===== config.mk =====
export PLATFORM = sky130hd
export DESIGN_NAME = err_sig_engine
export DESIGN_NICKNAME = d
export VERILOG_FILES = /design/src/rtl/err_sig_pkg.sv /design/src/rtl/err_sig_datapath.sv /design/src/rtl/err_sig_control.sv /design/src/rtl/err_sig_engine.sv
export SDC_FILE = /design/constraint.sdc
export NUM_CORES = 1
export LEC_CHECK = 0
export BUFFER_PORTS_ARGS = -buffer_cell sky130_fd_sc_hd__buf_4
export CAP_MARGIN = 20
export CORE_ASPECT_RATIO = 0.75
export CORE_MARGIN = 2
export CORE_UTILIZATION = 60
export CTS_CLUSTER_DIAMETER = 150
export CTS_CLUSTER_SIZE = 30
export DETAILED_ROUTE_END_ITERATION = 12
export PLACE_DENSITY = 0.9
export REMOVE_ABC_BUFFERS = 1
export SLEW_MARGIN = 15
export SYNTH_ARGS = -nofsm -noshare
export SYNTH_HDL_FRONTEND = slang
export SYNTH_SLANG_ARGS = --single-unit

===== constraint.sdc =====
create_clock -name clk -period 4.65 [get_ports clk]
set_input_delay 0.465 -clock clk [delete_from_list [all_inputs] [get_ports clk]]
set_output_delay 0.465 -clock clk [all_outputs]
set_load 0.05 [all_outputs]

===== src/rtl/err_sig_pkg.sv =====
package err_sig_pkg;

  typedef struct packed {
    logic push;
    logic step;
    logic jump;
    logic clear;
  } strobe_t;

  typedef enum logic [2:0] {
    S_IDLE   = 3'd0,
    S_SCAN   = 3'd1,
    S_RUN    = 3'd2,
    S_FLUSH  = 3'd3,
    S_FINISH = 3'd4
  } ctrl_state_t;

endpackage


===== src/rtl/err_sig_datapath.sv =====
module err_sig_datapath #(
  parameter int SIG_W = 32,
  parameter int PART_W = 8,
  parameter int WIN = 4,
  parameter int CHECK_LEN = 4,
  parameter logic [SIG_W-1:0] POLY = 32'h04C11DB7,
  localparam int QD = 2 * WIN,
  localparam int PW = $clog2(QD),
  localparam int CW = $clog2(QD + 1)
) (
  input  logic                   clk,
  input  logic                   rstN,
  input  err_sig_pkg::strobe_t   stb,
  input  logic [PART_W-1:0]      inObs,
  input  logic [PART_W-1:0]      inExp,
  input  logic [PW-1:0]          scanOff,
  output logic                   peekZero,
  output logic [CW-1:0]          count,
  output logic [SIG_W-1:0]       sig
);

  localparam int JUMP_STEPS = CHECK_LEN * PART_W;
  localparam logic [PW:0] QD_X = (PW + 1)'(QD);
  localparam logic [PW:0] L_X = (PW + 1)'(CHECK_LEN);
  localparam logic [CW-1:0] L_C = CW'(CHECK_LEN);
  localparam logic [CW-1:0] QD_C = CW'(QD);
  localparam logic [CW-1:0] ONE_C = CW'(1);

  logic [PART_W-1:0] qMem [QD];
  logic [PW-1:0] headPtr, wrPtr;
  logic [SIG_W-1:0] stateQ;

  function automatic logic [PW-1:0] wrapIdx(input logic [PW:0] v);
    logic [PW:0] t;
    t = (v >= QD_X) ? v - QD_X : v;
    return t[PW-1:0];
  endfunction

  function automatic logic [SIG_W-1:0] stepPart(input logic [SIG_W-1:0] s,
                                                input logic [PART_W-1:0] d);
    logic [SIG_W-1:0] r;
    r = s;
    for (int i = PART_W - 1; i >= 0; i--) begin
      if (r[SIG_W-1] ^ d[i]) r = {r[SIG_W-2:0], 1'b0} ^ POLY;
      else                   r = {r[SIG_W-2:0], 1'b0};
    end
    return r;
  endfunction

  function automatic logic [SIG_W-1:0] advance(input logic [SIG_W-1:0] s);
    logic [SIG_W-1:0] r;
    r = s;
    for (int i = 0; i < JUMP_STEPS; i++) begin
      if (r[SIG_W-1]) r = {r[SIG_W-2:0], 1'b0} ^ POLY;
      else            r = {r[SIG_W-2:0], 1'b0};
    end
    return r;
  endfunction

  logic [PART_W-1:0] headData, peekData;
  logic [SIG_W-1:0] stepNext, jumpNext;
  logic [CW-1:0] popAmt, pushAmt;

  always_comb begin
    headData = qMem[headPtr];
    peekData = qMem[wrapIdx({1'b0, headPtr} + {1'b0, scanOff})];
    peekZero = (peekData == '0);
    stepNext = stepPart(stateQ, headData);
    jumpNext = advance(stateQ);
    popAmt   = stb.jump ? L_C : (stb.step ? ONE_C : '0);
    pushAmt  = stb.push ? ONE_C : '0;
  end

  always_ff @(posedge clk) begin
    if (stb.push) qMem[wrPtr] <= inObs ^ inExp;
  end

  always_ff @(posedge clk) begin
    if (!rstN) begin
      headPtr <= '0;
      wrPtr   <= '0;
      count   <= '0;
      stateQ  <= '0;
    end else begin
      if (stb.push) wrPtr <= wrapIdx({1'b0, wrPtr} + 1'b1);
      if (stb.jump)      headPtr <= wrapIdx({1'b0, headPtr} + L_X);
      else if (stb.step) headPtr <= wrapIdx({1'b0, headPtr} + 1'b1);
      count <= count + pushAmt - popAmt;
      if (stb.clear)     stateQ <= '0;
      else if (stb.jump) stateQ <= jumpNext;
      else if (stb.step) stateQ <= stepNext;
    end
  end

  assign sig = stateQ;

  AST_NO_OVERFLOW: assert property (@(posedge clk) disable iff (!rstN)
    stb.push |-> (count < QD_C));
  AST_STEP_NOT_EMPTY: assert property (@(posedge clk) disable iff (!rstN)
    stb.step |-> (count != '0));
  AST_JUMP_HAS_WINDOW: assert property (@(posedge clk) disable iff (!rstN)
    stb.jump |-> (count >= L_C));
  AST_SIG_CLEARED: assert property (@(posedge clk) disable iff (!rstN)
    stb.clear |=> (sig == '0));

endmodule


===== src/rtl/err_sig_control.sv =====
module err_sig_control #(
  parameter int WIN = 4,
  parameter int CHECK_LEN = 4,
  localparam int QD = 2 * WIN,
  localparam int PW = $clog2(QD),
  localparam int CW = $clog2(QD + 1),
  localparam int FW = $clog2(WIN)
) (
  input  logic                  clk,
  input  logic                  rstN,
  input  logic                  inValid,
  input  logic                  inLast,
  input  logic [CW-1:0]         count,
  input  logic                  peekZero,
  output err_sig_pkg::strobe_t  stb,
  output logic [PW-1:0]         scanOff,
  output logic                  inReady,
  output logic                  sigValid
);
  import err_sig_pkg::*;

  localparam logic [CW-1:0] L_C = CW'(CHECK_LEN);
  localparam logic [CW-1:0] QD_C = CW'(QD);
  localparam logic [CW-1:0] WIN_C = CW'(WIN);
  localparam logic [CW-1:0] ONE_C = CW'(1);
  localparam logic [PW-1:0] LM1_P = PW'(CHECK_LEN - 1);
  localparam logic [PW-1:0] ONE_P = PW'(1);
  localparam logic [FW-1:0] FILL_MAX = FW'(WIN - 1);

  ctrl_state_t stateQ;
  logic [FW-1:0] fillCnt;
  logic lastSeen;
  logic [PW-1:0] knownZero, scanIdx, runLeft;
  logic [CW-1:0] freeSlots;
  logic accept;

  always_comb begin
    freeSlots = QD_C - count;
    inReady   = !lastSeen && ((fillCnt != '0) || (freeSlots >= WIN_C));
    accept    = inValid && inReady;
    scanOff   = scanIdx;
    sigValid  = (stateQ == S_FINISH);
    stb.push  = accept;
    stb.step  = (stateQ == S_RUN) || (stateQ == S_FLUSH);
    stb.jump  = (stateQ == S_SCAN) && peekZero && (scanIdx == knownZero);
    stb.clear = (stateQ == S_FINISH);
  end

  always_ff @(posedge clk) begin
    if (!rstN) begin
      fillCnt  <= '0;
      lastSeen <= 1'b0;
    end else begin
      if (accept) begin
        if (inLast || fillCnt == FILL_MAX) fillCnt <= '0;
        else fillCnt <= fillCnt + 1'b1;
        if (inLast) lastSeen <= 1'b1;
      end else if (stateQ == S_FINISH) begin
        lastSeen <= 1'b0;
      end
    end
  end

  always_ff @(posedge clk) begin
    if (!rstN) begin
      stateQ    <= S_IDLE;
      knownZero <= '0;
      scanIdx   <= '0;
      runLeft   <= '0;
    end else begin
      case (stateQ)
        S_IDLE: begin
          if (count >= L_C) begin
            scanIdx <= LM1_P;
            stateQ  <= S_SCAN;
          end else if (lastSeen) begin
            stateQ <= (count != '0) ? S_FLUSH : S_FINISH;
          end
        end
        S_SCAN: begin
          if (!peekZero) begin
            runLeft   <= scanIdx + 1'b1;
            knownZero <= LM1_P - scanIdx;
            stateQ    <= S_RUN;
          end else if (scanIdx == knownZero) begin
            knownZero <= '0;
            stateQ    <= S_IDLE;
          end else begin
            scanIdx <= scanIdx - 1'b1;
          end
        end
        S_RUN: begin
          runLeft <= runLeft - 1'b1;
          if (runLeft == ONE_P) stateQ <= S_IDLE;
        end
        S_FLUSH: begin
          if (count == ONE_C) stateQ <= S_FINISH;
        end
        S_FINISH: begin
          knownZero <= '0;
          stateQ    <= S_IDLE;
        end
        default: stateQ <= S_IDLE;
      endcase
    end
  end

  AST_READY_LOW_AFTER_LAST: assert property (@(posedge clk) disable iff (!rstN)
    (inValid && inReady && inLast) |=> !inReady);
  AST_VALID_PULSE: assert property (@(posedge clk) disable iff (!rstN)
    sigValid |=> !sigValid);
  AST_ONE_STATE_ACTION: assert property (@(posedge clk) disable iff (!rstN)
    $onehot0({stb.step, stb.jump, stb.clear}));
  AST_KNOWN_ZERO_IN_WINDOW: assert property (@(posedge clk) disable iff (!rstN)
    (stateQ == S_SCAN) |-> (knownZero <= scanIdx));

endmodule


===== src/rtl/err_sig_engine.sv =====
module err_sig_engine #(
  parameter int SIG_W = 32,
  parameter int PART_W = 8,
  parameter int WIN = 4,
  parameter int CHECK_LEN = WIN,
  parameter logic [SIG_W-1:0] POLY = 32'h04C11DB7
) (
  input  logic              clk,
  input  logic              rstN,
  input  logic              inValid,
  output logic              inReady,
  input  logic [PART_W-1:0] inObs,
  input  logic [PART_W-1:0] inExp,
  input  logic              inLast,
  output logic              sigValid,
  output logic [SIG_W-1:0]  sigOut
);

  localparam int QD = 2 * WIN;
  localparam int PW = $clog2(QD);
  localparam int CW = $clog2(QD + 1);

  err_sig_pkg::strobe_t stb;
  logic [PW-1:0] scanOff;
  logic peekZero;
  logic [CW-1:0] count;

  err_sig_control #(.WIN(WIN), .CHECK_LEN(CHECK_LEN)) u_ctrl (
    .clk(clk), .rstN(rstN), .inValid(inValid), .inLast(inLast),
    .count(count), .peekZero(peekZero), .stb(stb), .scanOff(scanOff),
    .inReady(inReady), .sigValid(sigValid)
  );

  err_sig_datapath #(.SIG_W(SIG_W), .PART_W(PART_W), .WIN(WIN),
                     .CHECK_LEN(CHECK_LEN), .POLY(POLY)) u_dp (
    .clk(clk), .rstN(rstN), .stb(stb), .inObs(inObs), .inExp(inExp),
    .scanOff(scanOff), .peekZero(peekZero), .count(count), .sig(sigOut)
  );

endmodule


==> results of run 1 <==
## cells in the mapped netlist (5+ instances only)
cell type	number
a211oi_1	13
a21oi_1	40
a22oi_1	5
and2_1	5
and3_1	5
buf_2	13
buf_4	9
clkbuf_1	18
dfxtp_1	60
edfxtp_1	64
ha_1	14
inv_1	15
mux2i_1	21
mux4_2	16
nand2_1	38
nand2b_1	5
nand3_1	9
nor2_1	49
nor3_1	18
nor4_1	6
o21ai_0	11
xnor2_1	168
xnor2_2	12
xnor3_1	51
xnor3_2	5
xor2_1	64
xor2_2	7
xor3_1	6
## state kept, by name, indices dropped and copies added (netlist names), named ones only
name,cells
u_ctrl.stateQ,3
u_dp.wrPtr,3
u_ctrl.runLeft,3
u_dp.qMem,64
u_ctrl.scanOff,3
u_dp.count,4
u_ctrl.lastSeen,1
u_ctrl.fillCnt,2
u_dp.headPtr,3
u_ctrl.knownZero,3
u_dp.sig,32
## worst min-delay path, delay by kind of cell
kind,cells,cell delay [ns]
buf+inv,1,0.09
simple gates,1,0.08
compound gates,1,0.07
## logic make-up (layout without fill, tap and decap cells)
logic type	count (synthesis)	in the layout	synth area share
compound gates	98	98	0.0657
flops	124	124	0.331
buf+inv	59	136	0.0288
xor+xnor	318	318	0.412
simple gates	155	155	0.0789
fa+ha+maj	16	16	0.0228
mux	37	37	0.0605
## worst paths after layout
check                    startpoint                 to  slack [ns]  cells after the start
hold / removal               inLast    u_ctrl.lastSeen        0.32                      3
setup / recovery  u_ctrl.scanOff[0]      u_dp.count[3]        0.25                     14
hold reg to reg   u_ctrl.fillCnt[1]  u_ctrl.fillCnt[1]        0.49                      2
setup reg to reg  u_ctrl.scanOff[0]      u_dp.count[3]        0.25                     14
## stage by stage
step,instances,setup TNS (ns)
detailed placement,1056,0
CTS,1088,0
global placement,1056,0
finish,1089,0
global route,1089,0
floorplan,765,-0.914
## layer usage
metal  global-route usage  vias to the layer above  wire length (microns)
met5                    0                        -                      0
met4               0.0876                        0                    706
met3               0.0923                       84                   3650
met2                0.479                      505                  11400
met1                0.462                     3328                  10600
li1                     -                     2953                      -
## placed cells by master, fill, tap and decap left out, types with 21 or more instances in the layout
master      n
xnor2_1   168
buf_4      87
xor2_1     64
edfxtp_1   64
dfxtp_1    60
xnor3_1    51
nor2_1     49
a21oi_1    40
nand2_1    38
mux2i_1    21
## cell type report
cell class / instances / area, sq um / share of cell area
multi-input cells: 624 / 6050 / 0.564
flip-flops and latches: 124 / 3120 / 0.291
repair buffers: 87 / 653 / 0.0609
clock buffers: 17 / 425 / 0.0397
well taps: 205 / 256 / 0.0239
clock inverters: 15 / 150 / 0.0140
inverters: 17 / 63.8 / 0.00595
==> flow_summary.json, run 1 <==
{
  "cts_setup_buffers": 0,
  "required_ns": 4.94,
  "wirelength_mm": 26.3,
  "grt_pass1_wl_mm": 40.0,
  "die_area_sq_um": 16700,
  "synth_top_area_frac": 0.204,
  "drt_iter0_markers": 1089,
  "synth.area.top_cells": "edfxtp_1, xnor2_1, dfxtp_1",
  "portBuffers": 53,
  "cp_num_buf_inv": 2,
  "clk_pin_slew_worst_paths_ns": 0.06,
  "ys_seq_area_frac": 0.331,
  "drc": 0,
  "fillers": 1045,
  "drive_gt1_frac": 0.191,
  "grt_util_all_layers": 0.321,
  "die_w_microns": 149,
  "yosys_warnings": 0,
  "cts_tree": "built",
  "fin_worst_skew_ns": 0.00746,
  "slowest_delay_ns": 0.70,
  "clk_latency_ns": 0.42,
  "wl_per_cell_microns": 24.1,
  "drtAntennaViolNets": 0,
  "place_ws_ns": 0.459,
  "grt_max_degree": 35,
  "cp_top_family": "adder cells",
  "area_growth_pct": 13.7,
  "cts_max_level": 4,
  "clkSinkCount": 124,
  "end_kind": "register",
  "cap_violations": 0,
  "cts_root_buffer": "clkbuf_16",
  "holdWs_ns": 0.324,
  "vias": 6870,
  "setup_ws_ns": 0.253,
  "hp-class": "in -> reg",
  "relSlewSlack": 0.334,
  "critPathArrivalTime_ns": 4.69,
  "ctsHoldBuffers": 0,
  "fin_util": 0.700,
  "antennaDiodeCount": 0,
  "num_rows": 39,
  "io_pins": 54,
  "antenna_found_initial": 0,
  "place_congestion": 1.03,
  "core_sq_um": 15300,
  "gr-total-overflow": 0,
  "yosys.area.top_type": "edfxtp_1",
  "cts_buffers": 17,
  "path_class": "reg -> reg",
  "via_per_inst": 6.31,
  "status": "complete, no violations",
  "ys_ff_latch": 124,
  "hold_violations": 0,
  "rsz0062_at_grt": "no",
  "period_share": 0.946,
  "synthesis.instances": 807,
  "synth-main-ff-cell": "edfxtp_1",
  "synth-edff-count": 64,
  "crit_path_start_kind": "register",
  "yosysUniqueCellTypes": 60,
  "finalNetCount": 907,
  "fmax_ghz": 0.227,
  "slew_violations": 0,
  "cp_max_fo": 11,
  "clockBufferDepth": 2,
  "detailed_place.area_sq_um": 10100,
  "first_global_vias": 6797,
  "cp_cell_sequence": "ha_1, inv_1, fa_1, or4b_2, nor4_1, a2111oi_0, nand4bb_1, nor3_2, inv_1, ha_1, ha_1, a21oi_1, xnor2_1, nor2_1",
  "finalSetupViolCount": 0,
  "initial_core_util": 0.615,
  "syn_area_per_cell_sq_um": 11.7,
  "die_y_microns": 113,
  "dp_hpwl_mm": 18.8,
  "synth.cell_area_sq_um": 9430,
  "fin_area_sq_um": 10700,
  "tightest_slew_ns": 0.995,
  "cts_resized": 0,
  "cpMostUsedCell": "ha_1",
  "async_flop_share": 0,
  "finalCriticalPeriod_ns": 4.40,
  "worst_path_max_delay_cell": "fa_1",
  "dr.pass1.iters": 6
}
Power of run 1 is left out: the tool's default activity adds up to more than one toggle a clock period on the data nets, which glitch-free logic cannot reach.
==> inputs of run 2 (changes only) <==
--- a/config.mk
+++ b/config.mk
@@ -13,8 +13,9 @@
 export CTS_CLUSTER_DIAMETER = 150
 export CTS_CLUSTER_SIZE = 30
 export DETAILED_ROUTE_END_ITERATION = 12
-export PLACE_DENSITY = 0.9
+export PLACE_DENSITY = 0.79
 export REMOVE_ABC_BUFFERS = 1
+export SKIP_LAST_GASP = 1
 export SLEW_MARGIN = 15
 export SYNTH_ARGS = -nofsm -noshare
 export SYNTH_HDL_FRONTEND = slang
==> flow_summary.json, run 2 (synthesized netlist as in run 1, its figures left out) <==
{
  "cts_max_level": 4,
  "die_w_microns": 149,
  "fin_tns_setup_ns": 0,
  "fin_util": 0.706,
  "cts_tree": "built",
  "hp-class": "in -> reg",
  "end_kind": "register",
  "largest_reg_flops": 64,
  "critPathArrivalTime_ns": 4.49,
  "clockBufferDepth": 2,
  "dp_cells": 1065,
  "die_area_sq_um": 16700,
  "core_sq_um": 15300,
  "slew_violations": 0,
  "fillers": 1073,
  "m1WireLength_mm": 11.5,
  "antennaDiodeCount": 0,
  "layout_commonest_cell": "xnor2_1",
  "finalSetupViolCount": 0,
  "crit_path_start_kind": "register",
  "first_global_vias": 6756,
  "clk_pin_slew_worst_paths_ns": 0.06,
  "ctsHoldBuffers": 0,
  "top_layer": "met4",
  "place_congestion": 1.01,
  "instances_no_fill": 1097,
  "relSlewSlack": 0.303,
  "drtAntennaViolNets": 0,
  "required_ns": 4.92,
  "gr-total-overflow": 0,
  "holdWs_ns": 0.340,
  "clk_latency_ns": 0.42,
  "cp_max_fo": 7,
  "wl_met3_mm": 3.97,
  "path_class": "reg -> reg",
  "io_pins": 54,
  "grt_max_degree": 35,
  "finalCriticalPeriod_ns": 4.21,
  "grt_util_all_layers": 0.337,
  "drt_iter0_markers": 890,
  "period_share": 0.906,
  "via_per_inst": 6.24,
  "rsz0062_at_grt": "no",
  "portBuffers": 53,
  "cts_resized": 0,
  "clkSinkCount": 124,
  "drc": 0,
  "initial_core_util": 0.615,
  "fin_worst_skew_ns": 0.0133,
  "final_cell_mix": "xnor2_1, buf_4, xor2_1, edfxtp_1, dfxtp_1",
  "hold_violations": 0,
  "dp_hpwl_mm": 20.6,
  "dr.pass1.iters": 5,
  "antenna_found_initial": 0,
  "vias": 6849,
  "num_rows": 39,
  "cts_root_buffer": "clkbuf_16",
  "wl_per_cell_microns": 24.7,
  "fmax_ghz": 0.237,
  "grt_pass1_wl_mm": 41.0,
  "finalNetCount": 916,
  "cts_buffers": 17,
  "drive_gt1_frac": 0.198,
  "largest-register": "u_dp.qMem",
  "met2_wirelength_mm": 11.2,
  "cap_violations": 0,
  "area_growth_pct": 14.7,
  "tightest_slew_ns": 1.04,
  "cts_setup_buffers": 0,
  "wirelength_mm": 27.1,
  "die_y_microns": 113,
  "status": "complete, no violations"
}
-- run 2: changes by cell type in the layout (fill, tap and decap cells not counted) --
cell / before / now
buf_4: 87 / 96
inv_6: 6 / 2
inv_8: 4 / 0
clkinv_4: 0 / 3
bufinv_16: 1 / 3
clkinvlp_4: 1 / 3
clkinv_1: 2 / 3
clkinv_2: 3 / 2
nor3_1: 16 / 15
nor3_2: 2 / 3
-- run 2: worst paths after layout --
check,startpoint,end,slack (ns),cells after the start
hold / removal,inLast,u_ctrl.lastSeen,0.34,3
hold reg to reg,u_ctrl.fillCnt[1],u_ctrl.fillCnt[1],0.49,2
setup reg to reg,u_ctrl.scanOff[0],u_dp.count[3],0.44,14
setup / recovery,u_ctrl.scanOff[0],u_dp.count[3],0.44,14
-- run 2: routing by layer --
| layer | GRT usage | vias up |
|---|---|---|
| li1 | - | 2959 |
| met1 | 0.508 | 3383 |
| met2 | 0.468 | 474 |
| met3 | 0.123 | 33 |
| met4 | 0.0717 | 0 |
| met5 | 0 | - |
-- run 2: area by class of cell --
type	count	area (sq um)	area share
flip-flops and latches	124	3120	0.289
multi-input cells	624	6060	0.560
clock inverters	14	170	0.0157
inverters	17	63.8	0.00590
repair buffers	96	721	0.0666
clock buffers	17	425	0.0393
well taps	205	256	0.0237
-- run 2: worst max-delay path: stages (launching register included) --
cell	delay, ns
dfxtp_1	0.45
ha_1	0.19
inv_1	0.05
fa_1	0.55
or4b_2	0.62
nor4_1	0.25
a2111oi_0	0.12
nand4bb_1	0.43
nor3_2	0.32
inv_1	0.10
ha_1	0.29
ha_1	0.31
a21oi_1	0.19
xnor2_1	0.15
nor2_1	0.07
-- run 2: per-stage QoR --
stage | area, sq um | setup slack, ns
after floorplan | 9220 | -0.508
after global placement | 10200 | 0.726
after detailed placement | 10200 | 0.557
after CTS | 10800 | 0.489
after global routing | 10800 | 0.164
final | 10800 | 0.436
Power of run 2 is left out for the same reason.
==> inputs of run 3 (changes only) <==
--- a/config.mk
+++ b/config.mk
@@ -9,11 +9,11 @@
 export CAP_MARGIN = 20
 export CORE_ASPECT_RATIO = 0.75
 export CORE_MARGIN = 2
-export CORE_UTILIZATION = 60
+export CORE_UTILIZATION = 63
 export CTS_CLUSTER_DIAMETER = 150
 export CTS_CLUSTER_SIZE = 30
 export DETAILED_ROUTE_END_ITERATION = 12
-export PLACE_DENSITY = 0.79
+export PLACE_DENSITY = 0.82
 export REMOVE_ABC_BUFFERS = 1
 export SKIP_LAST_GASP = 1
 export SLEW_MARGIN = 15
==> flow_summary.json, run 3 (synthesized netlist as in run 1, its figures left out) <==
{
  "drt_iter0_markers": 906,
  "final_cell_mix": "xnor2_1, buf_4, xor2_1, edfxtp_1, dfxtp_1",
  "r2r-end": "u_dp.count[3]",
  "fmax_ghz": 0.230,
  "grt_max_degree": 35,
  "cap_violations": 0,
  "clkSinkCount": 124,
  "die_w_microns": 145,
  "layout_commonest_cell": "xnor2_1",
  "cts_max_level": 4,
  "period_share": 0.934,
  "end_kind": "register",
  "path_class": "reg -> reg",
  "fin_util": 0.741,
  "dr.pass1.iters": 5,
  "status": "complete, no violations",
  "critPathArrivalTime_ns": 4.64,
  "die_y_microns": 110,
  "reg2reg_slack_ns": 0.31,
  "min_to": "u_dp.count[0]",
  "io_pins": 54,
  "core_sq_um": 14500,
  "multiInputGateArea_sq_um": 6050,
  "place_congestion": 1.03,
  "grt_util_all_layers": 0.343,
  "antennaDiodeCount": 0,
  "wl_per_cell_microns": 24.4,
  "relSlewSlack": 0.281,
  "required_ns": 4.94,
  "hp-class": "in -> reg",
  "largest-register": "u_dp.qMem",
  "drc": 0,
  "cts_buffers": 17,
  "cts_resized": 0,
  "slew_violations": 0,
  "portBuffers": 53,
  "cts_tree": "built",
  "fin_worst_skew_ns": 0.0130,
  "fillers": 993,
  "clk_latency_ns": 0.43,
  "initial_core_util": 0.648,
  "vias": 6847,
  "dp_hpwl_mm": 20.0,
  "clk_pin_slew_worst_paths_ns": 0.06,
  "first_global_vias": 6651,
  "finalSetupViolCount": 0,
  "area_growth_pct": 14.3,
  "hold_path_depth": 2,
  "wirelength_mm": 26.6,
  "ctsHoldBuffers": 0,
  "r2r_start": "u_ctrl.scanOff[0]",
  "die_area_sq_um": 16000,
  "clockBufferDepth": 2,
  "seq_area_sq_um": 3120,
  "finalNetCount": 912,
  "cp_max_fo": 11,
  "gr-total-overflow": 0,
  "min_from": "rstN",
  "hold_violations": 0,
  "finalCriticalPeriod_ns": 4.34,
  "largest_reg_flops": 64,
  "drtAntennaViolNets": 0,
  "drive_gt1_frac": 0.196,
  "rr_worst_depth": 14,
  "antenna_found_initial": 0,
  "num_rows": 38,
  "tightest_slew_ns": 1.07,
  "rsz0062_at_grt": "no",
  "cts_setup_buffers": 0,
  "via_per_inst": 6.29,
  "cts_root_buffer": "clkbuf_16",
  "crit_path_start_kind": "register",
  "grt_pass1_wl_mm": 40.1
}
-- run 3: cell types whose count changed in the layout (fill, tap and decap cells not counted), moves of 2 or more --
cell / before / now
buf_4: 96 / 92
clkinv_2: 2 / 0
inv_6: 2 / 6
inv_8: 0 / 2
-- run 3: layer usage --
layer	up-vias	track usage	routed length (microns)
met3	54	0.117	3570
met4	0	0.0847	523
met1	3381	0.501	11400
li1	2957	-	-
met5	-	0	0
met2	455	0.491	11100
-- run 3: worst max-delay path, stage by stage, from the launching register on --
cell and delay, ns:
dfxtp_1 0.45, ha_1 0.19, inv_1 0.05, fa_1 0.67, or4b_2 0.62, nor4_1 0.32
a2111oi_0 0.11, nand4bb_1 0.26, nor3_2 0.25, inv_1 0.24, ha_1 0.36, ha_1 0.31
a21oi_1 0.18, xnor2_1 0.15, nor2_1 0.05
-- run 3: worst max-delay path by stage --
stage,slack (ns),start,end
finish,0.31,u_ctrl.scanOff[0],u_dp.count[3]
global route,0.12,u_ctrl.scanOff[0],u_dp.count[3]
CTS,0.39,u_ctrl.scanOff[0],u_dp.count[3]
detailed placement,0.41,u_ctrl.scanOff[0],u_dp.count[3]
global placement,0.63,u_ctrl.scanOff[0],u_dp.count[3]
floorplan,-0.51,u_ctrl.scanOff[0],u_dp.count[3]
-- run 3: through the flow --
stage	hold slack, ns	cell area, sq um	TNS, ns	instances	worst slack [ns]
after floorplan	0.449	9220	-0.914	765	-0.508
after global placement	0.455	10200	0	1056	0.626
after detailed placement	0.490	10200	0	1056	0.406
after CTS	0.315	10800	0	1088	0.388
after global routing	0.328	10800	0	1089	0.123
final	0.330	10800	0	1089	0.307
-- run 3: area by class of cell --
cell class,instances,share of cell area
Multi-Input combinational cell,624,0.561
Sequential cell,124,0.290
Timing Repair Buffer,92,0.0641
Clock buffer,17,0.0395
Tap cell,200,0.0232
Clock inverter,15,0.0164
Inverter,17,0.00592
Power of run 3 is left out for the same reason.
